File: src/rtl/dbg_pkg.sv
package dbg_pkg;

    localparam int NUM_BP = 4;
    localparam int AW     = 32;
    localparam int SEL_W  = 3;

    localparam logic [SEL_W-1:0] SEL_STAT = 3'd6;
    localparam logic [SEL_W-1:0] SEL_CTRL = 3'd7;

    localparam int CTRL_GD_BIT  = 13;
    localparam int STAT_GD_BIT  = 13;
    localparam int STAT_SS_BIT  = 14;

    localparam logic [AW-1:0] CTRL_KEEP = 32'hFFFF_23FF;
    localparam logic [AW-1:0] STAT_RW   = 32'h0000_E00F;
    localparam logic [AW-1:0] STAT_ONES = 32'hFFFF_1FF0;

    typedef enum logic [1:0] {
        ACC_FETCH = 2'b00,
        ACC_WR    = 2'b01,
        ACC_IO    = 2'b10,
        ACC_RW    = 2'b11
    } acc_kind_e;

    typedef struct packed {
        logic          valid;
        logic          fetch;
        logic          write;
        logic          io;
        logic [AW-1:0] addr;
        logic [1:0]    size;
    } dbg_event_t;

    // Bytes covered minus one for a length code; code 10 is filtered elsewhere.
    function automatic logic [1:0] span_of(input logic [1:0] len);
        case (len)
            2'b01:   return 2'd1;
            2'b11:   return 2'd3;
            default: return 2'd0;
        endcase
    endfunction

endpackage

File: src/rtl/dbg_cmp.sv
module dbg_cmp
    import dbg_pkg::*;
(
    input  dbg_event_t    ev,
    input  logic [AW-1:0] bp_addr,
    input  logic [1:0]    kind,
    input  logic [1:0]    len,
    input  logic          dext_en,
    output logic          hit
);
    logic [1:0]  sp;
    logic [AW:0] b_lo, b_hi, a_lo, a_hi;
    logic        kind_ok;

    always_comb begin
        sp   = span_of(len);
        b_lo = {1'b0, bp_addr & ~{{(AW-2){1'b0}}, sp}};
        b_hi = b_lo + {{(AW-1){1'b0}}, sp};
        a_lo = {1'b0, ev.addr};
        a_hi = a_lo + (ev.fetch ? '0 : {{(AW-1){1'b0}}, ev.size});

        unique case (acc_kind_e'(kind))
            ACC_FETCH: kind_ok = ev.fetch;
            ACC_WR:    kind_ok = !ev.fetch && !ev.io && ev.write;
            ACC_RW:    kind_ok = !ev.fetch && !ev.io;
            ACC_IO:    kind_ok = dext_en && !ev.fetch && ev.io;
        endcase

        hit = ev.valid && kind_ok && (len != 2'b10) &&
              (a_lo <= b_hi) && (b_lo <= a_hi);
    end
endmodule

File: src/rtl/dbg_step.sv
module dbg_step (
    input  logic clk,
    input  logic rst,
    input  logic retire,
    input  logic tf,
    input  logic rf_set,
    output logic step_trap,
    output logic rf_q
);
    logic armed_q;

    assign step_trap = retire && armed_q;

    always_ff @(posedge clk) begin
        if (rst) begin
            armed_q <= 1'b0;
            rf_q    <= 1'b0;
        end else begin
            if (retire)
                armed_q <= tf;
            if (rf_set)
                rf_q <= 1'b1;
            else if (retire)
                rf_q <= 1'b0;
        end
    end
endmodule

File: src/rtl/dbg_regs.sv
module dbg_regs
    import dbg_pkg::*;
(
    input  logic                       clk,
    input  logic                       rst,
    input  logic                       reg_en,
    input  logic                       reg_we,
    input  logic [SEL_W-1:0]           reg_sel,
    input  logic [AW-1:0]              reg_wdata,
    input  logic [NUM_BP-1:0]          set_match,
    input  logic                       set_step,
    output logic [AW-1:0]              reg_rdata,
    output logic                       gd_trip,
    output logic [NUM_BP-1:0][AW-1:0]  bp_addr,
    output logic [AW-1:0]              ctrl,
    output logic [AW-1:0]              stat
);
    logic          wr_ok;
    logic [AW-1:0] stat_set, stat_next;

    assign gd_trip = reg_en && ctrl[CTRL_GD_BIT];
    assign wr_ok   = reg_en && reg_we && !ctrl[CTRL_GD_BIT];

    always_comb begin
        stat_set              = '0;
        stat_set[NUM_BP-1:0]  = set_match;
        stat_set[STAT_GD_BIT] = gd_trip;
        stat_set[STAT_SS_BIT] = set_step;
        stat_next = (wr_ok && reg_sel == SEL_STAT) ? (reg_wdata & STAT_RW) : stat;
        stat_next = stat_next | stat_set;
    end

    always_ff @(posedge clk) begin
        if (rst) begin
            bp_addr <= '0;
            ctrl    <= '0;
            stat    <= '0;
        end else begin
            for (int n = 0; n < NUM_BP; n++)
                if (wr_ok && reg_sel == SEL_W'(n))
                    bp_addr[n] <= reg_wdata;
            if (gd_trip)
                ctrl[CTRL_GD_BIT] <= 1'b0;
            else if (wr_ok && reg_sel == SEL_CTRL)
                ctrl <= reg_wdata & CTRL_KEEP;
            stat <= stat_next;
        end
    end

    always_comb begin
        reg_rdata = '0;
        if (reg_sel < SEL_W'(NUM_BP))
            reg_rdata = bp_addr[reg_sel[1:0]];
        else if (reg_sel == SEL_STAT)
            reg_rdata = stat | STAT_ONES;
        else if (reg_sel == SEL_CTRL)
            reg_rdata = ctrl;
    end
endmodule

File: src/rtl/dbg_bkpt_unit.sv
module dbg_bkpt_unit
    import dbg_pkg::*;
(
    input  logic             clk,
    input  logic             rst,
    input  logic             dext_en,
    input  logic             reg_en,
    input  logic             reg_we,
    input  logic [SEL_W-1:0] reg_sel,
    input  logic [AW-1:0]    reg_wdata,
    output logic [AW-1:0]    reg_rdata,
    input  logic             ev_valid,
    input  logic             ev_fetch,
    input  logic             ev_write,
    input  logic             ev_io,
    input  logic [AW-1:0]    ev_addr,
    input  logic [1:0]       ev_size,
    input  logic             ev_retire,
    input  logic             tf,
    input  logic             rf_set,
    output logic             rf_q,
    output logic             dbg_exc
);
    dbg_event_t               ev;
    logic [NUM_BP-1:0][AW-1:0] bp_addr_w;
    logic [AW-1:0]            ctrl_w, stat_w;
    logic [NUM_BP-1:0]        hit_vec, en_vec, qual_vec;
    logic                     gd_trip, step_trap, suppress, exc_d, exc_q;

    assign ev = '{valid: ev_valid, fetch: ev_fetch, write: ev_write,
                  io: ev_io, addr: ev_addr, size: ev_size};

    for (genvar n = 0; n < NUM_BP; n++) begin : g_bp
        dbg_cmp u_cmp (
            .ev      (ev),
            .bp_addr (bp_addr_w[n]),
            .kind    (ctrl_w[16+4*n +: 2]),
            .len     (ctrl_w[18+4*n +: 2]),
            .dext_en (dext_en),
            .hit     (hit_vec[n])
        );
        assign en_vec[n] = ctrl_w[2*n] | ctrl_w[2*n+1];
    end

    assign suppress = rf_q && ev_fetch;
    assign qual_vec = hit_vec & {NUM_BP{!suppress}};

    dbg_step u_step (
        .clk       (clk),
        .rst       (rst),
        .retire    (ev_retire),
        .tf        (tf),
        .rf_set    (rf_set),
        .step_trap (step_trap),
        .rf_q      (rf_q)
    );

    dbg_regs u_regs (
        .clk       (clk),
        .rst       (rst),
        .reg_en    (reg_en),
        .reg_we    (reg_we),
        .reg_sel   (reg_sel),
        .reg_wdata (reg_wdata),
        .set_match (qual_vec),
        .set_step  (step_trap),
        .reg_rdata (reg_rdata),
        .gd_trip   (gd_trip),
        .bp_addr   (bp_addr_w),
        .ctrl      (ctrl_w),
        .stat      (stat_w)
    );

    assign exc_d = (|(qual_vec & en_vec)) || step_trap || gd_trip;

    always_ff @(posedge clk) begin
        if (rst) exc_q <= 1'b0;
        else     exc_q <= exc_d;
    end

    assign dbg_exc = exc_q;
endmodule

File: config.mk
export PLATFORM = sky130hd
export DESIGN_NAME = dbg_bkpt_unit
export DESIGN_NICKNAME = d
export VERILOG_FILES = /design/src/rtl/dbg_pkg.sv /design/src/rtl/dbg_cmp.sv /design/src/rtl/dbg_step.sv /design/src/rtl/dbg_regs.sv /design/src/rtl/dbg_bkpt_unit.sv
export SDC_FILE = /design/constraint.sdc
export NUM_CORES = 1
export LEC_CHECK = 0
export BUFFER_PORTS_ARGS = -buffer_cell sky130_fd_sc_hd__buf_4
export CAP_MARGIN = 40
export CORE_MARGIN = 3
export CORE_UTILIZATION = 41
export CTS_BUF_LIST = sky130_fd_sc_hd__clkbuf_16
export DETAILED_ROUTE_END_ITERATION = 8
export GPL_TIMING_DRIVEN = 0
export HOLD_SLACK_MARGIN = 0.06
export PLACE_DENSITY = 0.62
export SYNTH_ARGS = -nofsm -noshare
export SYNTH_HDL_FRONTEND = slang
export SYNTH_HIERARCHICAL = 1
export SYNTH_SLANG_ARGS = --single-unit
File: constraint.sdc
create_clock -name clk -period 4.6 [get_ports clk]
set_clock_uncertainty 0.15 [all_clocks]
set_input_delay 0.46 -clock clk [delete_from_list [all_inputs] [get_ports clk]]
set_output_delay 0.46 -clock clk [all_outputs]
set_load 0.005 [all_outputs]
After elaboration in Yosys (flattened, before gate mapping) --
Index checks and enable logic that the tools add are counted.
Operators by class: eq/ne operators 29, multiplexer cells 17, $lt $le $gt $ge 10, reductions and logical operators 46, bitwise logic cells 16, $add $sub $neg 5
Operators by type and width (number):
- 32-bit by 33-bit <= comparator with 1-bit output | 8
- 32-bit 2-to-1 mux | 5
- 32-bit by 2-bit adder with 33-bit output | 4
- 32-bit bitwise AND | 4
- 2-bit inverter with 32-bit output | 4
- 32-bit binary-select mux with 2-bit select | 1
- 32-bit by 33-bit adder with 33-bit output | 1
- 32-bit by 15-bit OR with 32-bit output | 1
- 1-bit logical AND | 31
- 2-bit equality test (second input constant) | 12
- 2-bit by 1-bit equality test with 1-bit output (second input constant) | 8
- 1-bit one-hot mux with 4 select lines | 4
- 2-bit one-hot mux with 2 select lines | 4
- 4-bit bitwise AND | 2
- 2-bit zero test | 4
- 2-bit inequality test (second input constant) | 4
- 3-bit by 2-bit equality test with 1-bit output (second input constant) | 2
- 3-bit equality test (second input constant) | 2
- 1-bit zero test | 4
- 1-bit OR | 4
- 4-bit OR reduction | 1
- 3-bit by 1-bit equality test with 1-bit output (second input constant) | 1
- 3-bit zero test | 1
- 2-bit by 3-bit < comparator with 1-bit output (second input constant) | 1
- other kinds (8) | 10
Storage, ports and cells: output and inout bits 34, bits in registers 190

Longest topological paths before layout --
Gate-level depths: netlist of run 1.
word-level depth 13, mapped depth 20, depth with buffers taken out 20

By module --
The synthesis of run 1 kept the hierarchy.
By module, submodules not included:
- dbg_regs | instances 1, cells an instance 931, area an instance 7808.7 um2
- dbg_cmp at g_bp[0].u_cmp ... | instances 3, cells an instance 326, area an instance 2406.1 um2
- dbg_cmp at g_bp[2].u_cmp | instances 1, cells an instance 325, area an instance 2496.1 um2
- dbg_bkpt_unit | instances 1, cells an instance 11, area an instance 91.3 um2
- dbg_step | instances 1, cells an instance 8, area an instance 80.1 um2

Least setup slack after synthesis of run 1 --
No wires, ideal clock.
path kind in2reg, start point in ev_size[0], end point reg exc_q (netlist: dbg_exc), cell stages on the path 20, data arrival time 3821 ps, setup time 81 ps, setup slack 548 ps, cells stage by stage nor2b_1 ha_1 fa_1 nand3_1 nor2_1 nand2_1 nor3_1 nand3_1 xor2_1 ha_1 nand4_1 nor2_1 o31a_1 o21ai_0 a21boi_0 o41ai_1 o211a_1 a21boi_1 a211oi_1 a41oi_1
Between the ends: word-level cells in the longest chain between the ends 9, elaborated cells on any way between the ends 15, those cells by class add/sub: 1; order compare: 4; mux: 1; bitwise: 2; reduce/logical: 7
RTL lines:
- start: declaration | RTL line dbg_bkpt_unit.sv:17 | input logic [1:0] ev_size,
- 2-bit 2-to-1 mux | RTL line dbg_cmp.sv:20 | a_hi = a_lo + (ev.fetch ? '0 : {{(AW-1){1'b0}}, ev.size});
- 32-bit by 33-bit adder with 33-bit output | RTL line dbg_cmp.sv:20
- 32-bit by 33-bit <= comparator with 1-bit output | RTL line dbg_cmp.sv:30 | (a_lo <= b_hi) && (b_lo <= a_hi);
- 1-bit logical AND | RTL line dbg_cmp.sv:30
- net hit_vec[3] | RTL line dbg_bkpt_unit.sv:27 | logic [NUM_BP-1:0] hit_vec, en_vec, qual_vec;
- 4-bit bitwise AND | RTL line dbg_bkpt_unit.sv:46 | assign qual_vec = hit_vec & {NUM_BP{!suppress}};
- net qual_vec[3] | RTL line dbg_bkpt_unit.sv:27
- 4-bit bitwise AND | RTL line dbg_bkpt_unit.sv:74 | assign exc_d = (|(qual_vec & en_vec)) || step_trap || gd_trip;
- 4-bit OR reduction | RTL line dbg_bkpt_unit.sv:74
- 1-bit logical OR (2 in series) | RTL line dbg_bkpt_unit.sv:74
- end signal: assignment | RTL line dbg_bkpt_unit.sv:77 | if (rst) exc_q <= 1'b0;
- end signal: assignment | RTL line dbg_bkpt_unit.sv:78 | else exc_q <= exc_d;
- end: declaration | RTL line dbg_bkpt_unit.sv:28 | logic gd_trip, step_trap, suppress, exc_d, exc_q;
The timed path passes the listed nets, and every way through them passes these cells. A chain may end at the register's enable or synchronous reset.

Worst setup path in the final report of run 1 --
start point in ev_fetch, end point reg exc_q (netlist: dbg_exc)
Between the ends: word-level cells in the longest chain between the ends 13, elaborated cells on any way between the ends 38, those cells by class add/sub: 1; order compare: 4; mux: 5; bitwise: 2; reduce/logical: 26
RTL lines:
- start: declaration | RTL line dbg_bkpt_unit.sv:13 | input logic ev_fetch,
- branches (longest 7 deep; another with 32-bit by 33-bit adder with 33-bit output)
- 1-bit logical AND * | RTL line dbg_cmp.sv:30
- net hit_vec[1] | RTL line dbg_bkpt_unit.sv:27
- 4-bit bitwise AND * | RTL line dbg_bkpt_unit.sv:46
- net qual_vec[1] | RTL line dbg_bkpt_unit.sv:27
- 4-bit bitwise AND * | RTL line dbg_bkpt_unit.sv:74
- 4-bit OR reduction * | RTL line dbg_bkpt_unit.sv:74
- 1-bit logical OR * (2 in series) | RTL line dbg_bkpt_unit.sv:74
Mark *: on every way through the listed nets, which the timed path passes.

==> run metrics, run 1 <==
Setup CP Type input pin to register; count of final max-slew check failures 0; Clk network pwr share approximately 40%; maximum root-to-sink buffer count 2; Worst-Skew Late Latency around 0.45 ns; cell count after synthesis 2222; Initial DRC Count between 1500 and 2000; maxcap violations 0; fin crit period around 4.6 ns; Worst R2R Start u_regs/ctrl[26]; CP Launch Type input pin; busiest metal layer after global routing met2; Worst Tran Pin Value 0.823 ns; Hold Startpoint rf_set; M2 GR Usage ~50%; CTS root buffer clkbuf_16; count of final setup violators 0; IO Port Bufs 113; WL/cell 25.1 um; most common cell after layout, fill and taps aside ha_1; initial core utilization 42.1%; Slew Limit Headroom between 40% and 50%; first-pass GRT wire length between 100000 and 150000 um; P_leak 7.55 nW; drt total wl between 70000 and 80000 um; VDD IR max 0.224 mV; drt first pass iters 9; hold path depth 3; total number of vias 18500; Comb pwr share 22.5%; remaining antenna violation count 0; register area around 3300 um^2; CTS clock-pin slew for the worst setup and hold paths ~0.070 ns; f_max 0.219 GHz; Post-Syn Area 17500 um^2; Syn Nets 2575; Design Area, Final 20100 um^2; DRC Markers 0; Int Power 2.70 mW; Final Worst Setup Slack 0.0291 ns; Crit Reg-Reg Endpoint dbg_exc; die width about 210 um; Power Density around 200 nW/um^2; Die ar. 45100 um^2; Synth warnings 6; Flop pwr share 37.7%; R2R Setup Slk between 0.6 and 0.7 ns; GRT Resource Usage Total a little under a third; CTS tree done; vias in the first global route 17900; initial antenna violation count 2; Worst Path Max Fanout 20; Tcrit/Tclk final 99.4%; pre-CTS WS -1.18 ns; CTS Buf Count 17; switching pwr 1.27 mW; hold_ws 0.102 ns; Layout area overhead 15.0%; layout cells sized above 1 a little over an eighth; Cell Rows 74; final net count 2723; commonest cells after routing, fill and taps aside ha_1 (267), a21oi_1 (245), o21ai_0 (230); grt ovf 0; final hold vios 0; Post-DP Area 19000 um^2; M3 GR Usage 5.77%; Detail Placement HPWL 58100 um; outcome complete, no violations; CTS H-tree depth 4; Req. time, crit path 4.77 ns; Die Ht about 210 um; GP Congestion slightly below 1; multi-input logic area 13500 um^2; Clock Sinks 165; worst endpoint data arrival time 4.74 ns; R2R cell count 13; number of fill cells around 4100; Syn Area/Cell 7.86 um^2; total power just under 4 mW; switching share of power 32.0%; Top Ports 115; GRT met1 Usage 41.0%; Vias/cell between 6 and 7; core area 41500 um^2; setup tns final 0 ns; worst min path class input pin to register; crit end category register; largest net degree at the start of global routing 25; WHS Endpoint u_step/rf_q
## flip-flops by register name, summed over array words and instances (netlist names)
name	count
u_regs/bp_addr	128
u_regs/ctrl	27
dbg_exc	1
u_regs/stat	7
u_step/rf_q	1
u_step/armed_q	1
## critical path: stages
cell      delay (ns)
buf_8           0.15
nor2b_1         0.14
ha_1            0.19
fa_1            0.23
nand3_1         0.14
nor2_2          0.22
nand2_4         0.15
nor3_4          0.28
nand3_1         0.13
xor2_1          0.17
ha_1            0.29
nand4_1         0.24
nor3_4          0.33
nand3_1         0.22
a21oi_1         0.52
o41ai_1         0.17
o211a_1         0.21
a21boi_2        0.20
o21ai_0         0.15
a41oi_2         0.14
## per-stage QoR
stage	std cells	util, %
5_1_grt	2915	48.4
2_1_floorplan	2222	-
3_3_place_gp	2867	45.8
3_5_place_dp	2868	45.8
6_report	2917	48.4
4_1_cts	2903	47.8
## how the worst max path moves through the flow
stage | start | to | slack (ns) | cells after the start
after floorplan | ev_size[0] | dbg_exc | 0.55 | 20
after global placement | ev_fetch | dbg_exc | -1.19 | 21
after detailed placement | ev_fetch | dbg_exc | -1.18 | 21
after CTS | ev_fetch | dbg_exc | 0.005 | 20
after global routing | ev_fetch | dbg_exc | -0.009 | 21
final | ev_fetch | dbg_exc | 0.03 | 20
## power by group through the flow
stage               registers (mW)  clock network, mW  logic, mW
finish                        1.49               1.58      0.894
global route                  1.49               1.65      0.975
CTS                           1.49               1.59      0.868
detailed placement            1.52                  0      0.855
global placement              1.52                  0      0.831
floorplan                     1.50                  0      0.476
## layout make-up
class,count,share of cell area [%]
inverter,127,2.37
timing repair buffer,129,4.85
sequential,165,16.4
antenna,2,0.0249
multi-input combinational,1821,67.1
tap,532,3.31
clock buffer,17,2.12
clock inverter,15,1.08
buffer,109,2.75
## repair_timing
| action | in CTS | in global routing |
|---|---|---|
| buffers inserted | 2 | 12 |
| endpoints found under the hold margin | 3 | 0 |
| pin swaps | 4 | 12 |
| hold buffers | 1 | 0 |
| resized for setup | 30 | 44 |
| setup endpoints to repair | 5 | 5 |
## layer usage
metal  part of all wire, %  vias up
li1                      -     8467
met2                    44      977
met5                     0        -
met4                   6.6        0
met3                   9.4      188
met1                    40     8917
Power figures use the tool's default switching activity.
==> run 2: changes to the inputs <==
Settings changed: ABC_AREA from default to 1, CAP_MARGIN 40 to 25, PLACE_DENSITY 0.62 to 0.61, SETUP_SLACK_MARGIN from default to 0.3.
==> run 2 against run 1 <==
Clock power fell by 3%. Synthesized cell count rose by 38%. First-iteration DRC count rose by 37%. Largest cell class unchanged. Critical endpoint is now u_regs/stat[1]. Non-clock buffer count fell by 58. Flip-flop and latch count did not move. Count of clock-buffer cells in the layout did not move. Critical path type unchanged. Worst setup slack improved by 0.42 ns.
==> run metrics, run 2 <==
Clk network pwr share 36.7% (-3.1 points); Layout area overhead 11.9%; Syn Area/Cell 6.23 um^2 (-21%); count of final setup violators 0 (unchanged); Worst Path Max Fanout 17 (-15%); GP Congestion 1.03 (+5.8%); Power Density 195 nW/um^2 (-1.0%); switching pwr 1.49 mW (+18%); Flop pwr share 36.5% (-1.2 points); commonest cells after routing, fill and taps aside nand2_1 (781), nor2_1 (505), inv_1 (313); vias in the first global route 19500 (+9.0%); fin crit period 4.15 ns (-0.419 ns); P_leak 9.30 nW (+23%); crit end category register; total number of vias 21700 (+17%); Die ar. 49200 um^2 (+9.1%); Slew Limit Headroom 45.3% (+0.18 points); count of final max-slew check failures 0 (unchanged); worst min path class input pin to register; maximum root-to-sink buffer count 2 (unchanged); Final Worst Setup Slack 0.448 ns (+0.419 ns); DRC Markers 0 (unchanged); cell count after synthesis 3068 (+38%); worst endpoint data arrival time 4.37 ns (-0.37 ns); number of fill cells 4861 (+18%); GRT Resource Usage Total 33.7% (+1.8 points); largest net degree at the start of global routing 26 (+4.0%); Synth warnings 6 (unchanged); IO Port Bufs 114 (+0.88%); Comb pwr share 26.7% (+4.2 points); met3 WL post-DR 9370 um (+37%); max reg flops 128 (unchanged); initial antenna violation count 1 (-1); RSZ-0062 raised after global routing true; Tcrit/Tclk final 90.3% (-9.1 points); first-pass GRT wire length 124000 um (+15%); CTS H-tree depth 4 (unchanged); Post-Syn Area 19100 um^2 (+9.4%); Vias/cell 5.69 (-10%); setup tns final 0 ns (unchanged); outcome complete, no violations; final hold vios 0 (unchanged); core area 45700 um^2 (+10%); WL/cell 22.8 um (-9.2%); grt ovf 0 (unchanged); slowest stage delay, CP 0.42 ns (-0.10 ns); Setup CP Type input pin to register; Top Ports 115 (unchanged); CP Launch Type input pin; Ant. Diodes 0 (-2); CTS Buf Count 17 (unchanged); final net count 3555 (+31%); initial core utilization 41.8% (-0.28 points); CTS tree done; switching share of power 35.8% (+3.8 points); CP max-delay cell xor2_1; VDD IR max 0.243 mV (+8.4%); register area 3300 um^2 (unchanged); multi-input logic area 14300 um^2 (+6.4%); die width 222 um (+4.5%); Cell Rows 78 (+5.4%); maxcap violations 0 (unchanged); CTS root buffer clkbuf_16; met2 wire length 35500 um (+10%); highest metal used met5; Req. time, crit path 4.82 ns (+0.05 ns); remaining antenna violation count 0 (unchanged); Post-Route M1 WL 37400 um (+28%); Syn Nets 3421 (+33%); Die Ht 222 um (+4.5%); Clock Sinks 165 (unchanged); Worst-Skew Late Latency 0.44 ns (about the same); drt first pass iters 8 (-1); Worst Tran Pin Value 0.820 ns (-0.00271 ns); CTS clock-pin slew for the worst setup and hold paths 0.07 ns (about the same); Biggest register u_regs/bp_addr; Hold Buf Count CTS 0 (-1); layout cells sized above 1 8.74% (-4.9 points); Initial DRC Count 2631 (+37%); drt total wl 86900 um (+19%); Int Power 2.68 mW (-0.48%); Detail Placement HPWL 68300 um (+18%); f_max 0.241 GHz (+10%); pre-CTS WS 0.0432 ns (+1.22 ns); most common cell after layout, fill and taps aside nand2_1; Largest regs u_regs/bp_addr (128), u_regs/ctrl (27), u_regs/stat (7)
## run 2: metrics by stage
step	std cells	util (%)	cell area [um^2]	hold WS [ns]	total power [mW]
3_5_place_dp	3782	45.3	20700	0.300	2.63
4_1_cts	3814	46.7	21300	0.0701	4.14
5_1_grt	3815	46.8	21400	0.0783	4.34
6_report	3815	46.8	21400	0.0770	4.18
2_1_floorplan	3068	-	19100	0.283	2.11
3_3_place_gp	3782	45.3	20700	0.300	2.61
## run 2: cell type report
class | count | area share (%)
clock inverter | 15 | 0.883
inverter | 331 | 5.82
sequential | 165 | 15.4
timing repair buffer | 115 | 4.04
multi-input combinational | 2507 | 67.0
buffer | 65 | 1.30
tap | 600 | 3.51
clock buffer | 17 | 1.99
## run 2: power by group through the flow
stage / clock network (mW) / registers, mW / logic [mW]
CTS: 1.53 / 1.52 / 1.08
finish: 1.53 / 1.53 / 1.12
detailed placement: 0 / 1.56 / 1.07
global placement: 0 / 1.56 / 1.06
global route: 1.60 / 1.53 / 1.22
floorplan: 0 / 1.52 / 0.591
## run 2: timing repair
action                                  4_1_cts  5_1_grt
endpoints found under the setup margin        0        5
gates resized for setup                       0       10
setup buffers                                 0        1
hold endpoints to repair                      0        0
## run 2: final timing paths
kind	start	cells past startpoint	slack [ns]	end
worst max register to register	u_regs/ctrl[18]	17	1.29	u_regs/stat[0]
worst max-delay path	ev_fetch	28	0.45	u_regs/stat[1]
worst min-delay path	rst	2	0.08	u_step/rf_q
worst min register to register	u_step/armed_q	2	0.31	u_step/armed_q
## run 2: layer usage
metal | global-route usage (%) | up-vias
met3 | 7.20 | 216
met2 | 49.6 | 1251
li1 | - | 10300
met5 | 0 | -
met4 | 15.3 | 2
met1 | 47.1 | 9973
## run 2: critical path: cells and delay by family
kind | cells | cell delay [ns]
buf+inv | 7 | 0.78
xor+xnor | 1 | 0.42
simple gates | 17 | 1.74
fa+ha+maj | 3 | 0.97
